$ cat src/rtl/addrseq_pkg.sv
package addrseq_pkg;

  // Strobes passed from the control module to the datapath
  typedef struct packed {
    logic load;   // take the preload word
    logic step;   // move the count by one
    logic down;   // step direction, 1 = decrement
  } seqCtrl_t;

endpackage

$ cat src/rtl/addrseq_ctrl.sv
module addrseq_ctrl
  import addrseq_pkg::*;
(
  input  logic     stepEn,
  input  logic     reloadReq,
  input  logic     countDown,
  output seqCtrl_t ctrl
);

  // Reload has priority: a step is only issued when no reload is pending
  always_comb begin
    ctrl.load = reloadReq;
    ctrl.step = stepEn & ~reloadReq;
    ctrl.down = countDown;
  end

endmodule

$ cat src/rtl/addrseq_dp.sv
module addrseq_dp
  import addrseq_pkg::*;
#(
  parameter int CNT_W = 16,
  parameter int IDX_W = 13
) (
  input  logic                   clk,
  input  logic                   rst_n,
  input  seqCtrl_t               ctrl,
  input  logic [CNT_W-1:0]       preloadVal,
  input  logic [CNT_W-IDX_W-1:0] deviceId,
  output logic [IDX_W-1:0]       memIndex,
  output logic                   portActive,
  output logic [CNT_W-1:0]       countVal
);

  localparam int SEL_W = CNT_W - IDX_W;

  logic [CNT_W-1:0] countQ;
  logic [CNT_W-1:0] countNext;
  logic [SEL_W-1:0] selBits;

  // Modular arithmetic gives both wrap points for free
  always_comb begin
    countNext = countQ;
    if (ctrl.load)
      countNext = preloadVal;
    else if (ctrl.step)
      countNext = ctrl.down ? countQ - 1'b1 : countQ + 1'b1;
  end

  always_ff @(posedge clk) begin
    if (!rst_n) countQ <= '0;
    else        countQ <= countNext;
  end

  assign selBits    = countQ[CNT_W-1:IDX_W];
  assign memIndex   = countQ[IDX_W-1:0];
  assign portActive = (selBits == deviceId);
  assign countVal   = countQ;

endmodule

$ cat src/rtl/addr_sequencer.sv
module addr_sequencer
  import addrseq_pkg::*;
#(
  parameter int CNT_W = 16,
  parameter int IDX_W = 13
) (
  input  logic                   clk,
  input  logic                   rst_n,
  input  logic                   stepEn,
  input  logic                   reloadReq,
  input  logic                   countDown,
  input  logic [CNT_W-1:0]       preloadVal,
  input  logic [CNT_W-IDX_W-1:0] deviceId,
  output logic [IDX_W-1:0]       memIndex,
  output logic                   portActive,
  output logic [CNT_W-1:0]       countVal
);

  seqCtrl_t ctrl;

  addrseq_ctrl u_ctrl (
    .stepEn    (stepEn),
    .reloadReq (reloadReq),
    .countDown (countDown),
    .ctrl      (ctrl)
  );

  addrseq_dp #(.CNT_W(CNT_W), .IDX_W(IDX_W)) u_dp (
    .clk        (clk),
    .rst_n      (rst_n),
    .ctrl       (ctrl),
    .preloadVal (preloadVal),
    .deviceId   (deviceId),
    .memIndex   (memIndex),
    .portActive (portActive),
    .countVal   (countVal)
  );

endmodule

$ cat config.mk
export PLATFORM = sky130hd
export DESIGN_NAME = addr_sequencer
export DESIGN_NICKNAME = d
export VERILOG_FILES = /design/src/rtl/addrseq_pkg.sv /design/src/rtl/addrseq_ctrl.sv /design/src/rtl/addrseq_dp.sv /design/src/rtl/addr_sequencer.sv
export SDC_FILE = /design/constraint.sdc
export NUM_CORES = 1
export LEC_CHECK = 0
export BUFFER_PORTS_ARGS = -buffer_cell sky130_fd_sc_hd__buf_2
export CAP_MARGIN = 0
export CORE_UTILIZATION = 54
export DETAILED_ROUTE_END_ITERATION = 12
export PLACE_DENSITY = 0.95
export REMOVE_ABC_BUFFERS = 1
export SLEW_MARGIN = 20
export SYNTH_ARGS = -nofsm -noshare
export SYNTH_HDL_FRONTEND = slang
export SYNTH_SLANG_ARGS = --single-unit
$ cat constraint.sdc
create_clock -name clk -period 3.65 [get_ports clk]
set_input_delay 0.1825 -clock clk [delete_from_list [all_inputs] [get_ports clk]]
set_output_delay 0.1825 -clock clk [all_outputs]
set_load 0.02 [all_outputs]
### After elaboration in Yosys (flattened, before gate mapping)

Cells that the tools add are included.

* bits of input ports: 24
* register bits after elaboration: 16
* output and inout port bits: 30
* logic and storage cells: 10

* muxes and demuxes: 3
* equal/unequal tests: 1
* bitwise gates (word level): 2
* reduce and logical (&&, ||, !) cells: 1
* add/sub/neg operators: 2

Operators with widths (count)
* 2-to-1 mux 16 bit: 3
* adder 16 x 1 -> 16 bit (second input constant): 1
* subtractor 16 x 1 -> 16 bit (second input constant): 1
* == test 3 bit: 1
* nonzero test 2 bit: 1
* bitwise AND 1 bit: 1
* NOT 1 bit: 1

### Longest topological paths before layout

* word-level depth: 4
* depth in mapped cells: 7
* gate-level depth less buffers: 7

### Hierarchy

From an unflattened synthesis, not the netlist that was laid out.

* cells, all modules: 197
* area, all modules: 1606.5 um^2

By module, submodules not included
* addrseq_dp: times used 1, area each 1577.8 um^2, cells an instance 194
* addrseq_ctrl: times used 1, area each 28.8 um^2, cells an instance 3

### Worst setup path after synthesis

OpenSTA, ideal clock, no wires.

* path kind: register to register
* from: reg u_dp.countQ[0] (netlist: u_dp.countVal[0])
* to: reg u_dp.countQ[14] (netlist: u_dp.countVal[14])
* cell stages (with the launch flop): 8
* clock period less this slack: 2159 ps
* data required time: 3520 ps
* arrival: 2029 ps
* path slack: 1491 ps
* path through: dfxtp_1 > fa_1 > a21o_1 > a221oi_2 > o41ai_1 > a211oi_2 > xor2_1 > a21oi_1

* cells in the longest elaborated chain, start to end: 4
* elaborated cells on any way between the ends: 5

Ends and longest elaborated chain
* start: declaration: line addrseq_dp.sv:19 `logic [CNT_W-1:0] countQ;`
* start signal: assignment: line addrseq_dp.sv:34 `else countQ <= countNext;`
* adder 16 x 1 -> 16 bit / subtractor 16 x 1 -> 16 bit (equally long branches): line addrseq_dp.sv:29 `countNext = ctrl.down ? countQ - 1'b1 : countQ + 1'b1;`
* 2-to-1 mux 16 bit *: line addrseq_dp.sv:29
* 2-to-1 mux 16 bit *: line addrseq_dp.sv:28 `else if (ctrl.step)`
* 2-to-1 mux 16 bit *: line addrseq_dp.sv:26 `if (ctrl.load)`

Every way passes the cells marked *; elsewhere a longest branch is shown, timed or not. The select of a mux whose other input is x is not followed.
A chain may end at the register's enable or synchronous reset.

### Final worst setup path

* from: reg u_dp.countQ[0] (netlist: u_dp.countVal[0])
* to: reg u_dp.countQ[12] (netlist: u_dp.countVal[12])

Same word-level chain as after synthesis.

==> results.yml <==
floorplan:
  die-area_um2: 2976
  coreArea_um2: 2545
  initial_core_util_pct: 58.60
  rows: 18
  pin_count: 54
  die_w_um: 54.56
  die_h_um: 54.56
synth:
  synth_top_cell_area_share_pct: 21.48
  yosysWarnings: 0
  yosysUniqueCellTypes: 39
  yosysMostFrequentCell: "a21oi_1"
  syn_inst: 179
  synth_seq_area_share_pct: 21.48
  synth_flop_cell: "dfxtp_1"
  netlist_area_um2: 1491
  synth_seq_cells: 16
  yosys.area.top_type: "dfxtp_1"
  synthTopCellsByCount: "a21oi_1 (22), dfxtp_1 (16), ha_1 (14)"
  synthArstFlopShare_pct: 0
  synth_edf_count: 0
  syn_avg_cell_area_um2: 8.332
  yosys-top-cells-area: "dfxtp_1 (21%), ha_1 (12%), a21oi_1 (7.4%)"
cts:
  clk_latency_ns: 0.31
  root_buffer: "clkbuf_4"
  cts_max_path_buffers: 2
  cts_buffers: 3
  cts_tree: "done"
  clkSinkCount: 16
  htreeDepth: 1
  hold_buffers: 0
  cts_resized: 0
  cts_setup_buffers: 0
  path_clk_slew_ns: 0.10
setup_path:
  path_class: "register to register"
  path_cells: "fa_1, a21o_1, a221oi_2, o211ai_1, a31oi_1, xor2_1, o22ai_1"
  crit_cells: 7
  worstSetupEndpointType: "register"
  critPathMaxFanout: 6
  path_buf_inv: 0
  crit_family: "compound AO/OA/AOI/OAI gates"
  cpMaxStageDelayCell: "fa_1"
  cpPeakStageDelay_ns: 0.45
  start_kind: "register"
  cp.arrival_ns: 2.48
  required_ns: 3.84
  reg2reg_depth: 7
worst_hold_path:
  hold_class: "input pin to register"
  min_path_cells: 3
timing:
  fmax_mhz: 436.4
  fin_crit_ns: 2.291
  setup_viol: 0
  drv_slew: 0
  hold_viol: 0
  fin_crit_sh_pct: 62.77
  finalSetupTns_ns: 0
  relSlewSlack_pct: 69.41
  rsz0062_at_grt: "no"
  worst_slew_pin_slew_ns: 0.4589
  skew_ns: 0.003830
finish:
  postLayoutCellArea_um2: 1707
  antennaDiodeCount: 0
  syn2layout_area_growth_pct: 14.43
  drive_gt1_share_pct: 28.70
  largest_reg_flops: 16
  nets: 256
  fillerInstances: 223
  regArea_um2: 320.3
  multi_input_area_um2: 1036
job:
  maxCapViolations: 0
global_routing:
  grt_start_max_net_pins: 20
  grt-ovfl-total: 0
  antenna_found_initial: 0
  grt_pass1_vias: 1255
  grtUsageTotal_pct: 25.19
  grt_pass1_wl_um: 5319
power:
  p_leak_nw: 0.8645
  vdd_drop_max_mv: 0.3114
  power_density_nw_per_um2: 366.2
route:
  via_count: 1434
  drtPass1Iterations: 4
  drt_iter0_markers: 21
  postRouteAntennaNets: 0
  avgViaCountPerCell: 5.829
  drc: 0
  wl_per_cell_um: 13.35
  wirelength_um: 3284
placed_design:
  place_hpwl_um: 2504
  place.gp.congestion: 0.9780
  placed_cell_area_um2: 1670
  io_buffers: 53
status:
  status: "finished clean"
==> report_power, final <==
group	switching [mW]	leakage, nW	internal, mW
logic	0.169	0.710	0.122
clock network	0.0649	0.0210	0.0610
registers	0.0172	0.133	0.191
total	0.251	0.865	0.374
==> logic make-up after synthesis <==
| kind of cell | after synthesis | synth area share, % |
|---|---|---|
| AND/OR/NAND/NOR | 34 | 10.82 |
| XOR/XNOR | 17 | 9.983 |
| AO/OA/AOI/OAI | 66 | 30.20 |
| buffers and inverters | 23 | 9.060 |
| adder cells (fa/ha/maj) | 15 | 13.09 |
| flip-flops | 16 | 21.48 |
| multiplexers | 8 | 5.369 |
==> stage by stage <==
| stage | total power, mW | utilization (%) | std cells | hold slack [ns] | setup WS, ns |
|---|---|---|---|---|---|
| 3_5_place_dp | 0.5009 | 65.63 | 242 | 0.4170 | 1.292 |
| 3_3_place_gp | 0.4952 | 65.63 | 242 | 0.4141 | 1.372 |
| 5_1_grt | 0.6693 | 67.06 | 246 | 0.1125 | 1.206 |
| 2_1_floorplan | 0.4198 | - | 159 | 0.3185 | 1.400 |
| 6_report | 0.6250 | 67.06 | 246 | 0.1174 | 1.359 |
| 4_1_cts | 0.6253 | 67.06 | 246 | 0.1114 | 1.377 |
==> layout by cell type (no fill, tap or decap), types with 2 or more instances in the layout <==
cell,netlist,final
a211oi_1,3,3
nor3_1,3,3
xor2_1,11,11
buf_2,0,53
inv_1,3,3
o41ai_1,2,2
a31oi_1,3,3
dfxtp_1,16,16
o21a_1,2,2
nor2_1,12,12
mux2i_1,8,8
nor3b_1,5,5
o21ai_1,3,3
o211ai_1,4,4
xnor2_1,6,6
ha_1,14,14
clkbuf_4,0,3
o22ai_1,3,3
nand2_1,9,9
o21ai_0,6,6
a21oi_1,22,22
a21o_1,7,7
a211oi_2,2,2
==> tightest hold or removal path, cell delays in order <==
cell and delay, ns:
buf_2 0.10, nand2_1 0.05, a21oi_1 0.05
==> cell type report <==
| cell class | count | area share [%] |
|---|---|---|
| multi-input combinational | 140 | 60.70 |
| timing repair buffer | 53 | 15.54 |
| clock buffer | 4 | 2.126 |
| sequential | 16 | 18.77 |
| inverter | 3 | 0.6598 |
| tap | 30 | 2.199 |
==> final timing paths <==
kind	slack [ns]	endpoint	startpoint
setup / recovery	1.36	u_dp.countVal[12]	u_dp.countVal[0]
hold / removal	0.12	u_dp.countVal[0]	preloadVal[0]
setup reg to reg	1.36	u_dp.countVal[12]	u_dp.countVal[0]
hold reg to reg	0.57	u_dp.countVal[6]	u_dp.countVal[6]
==> routing by layer <==
metal  track usage [%]  vias to the layer above  part of all wire (%)
met1             30.95                      642                    47
li1                  -                      728                     -
met3             6.667                        8                   6.8
met2             41.67                       56                    45
met4             9.402                        0                   1.7
met5                 0                        -                     0
Note: power is estimated with default switching activity, not from simulation.
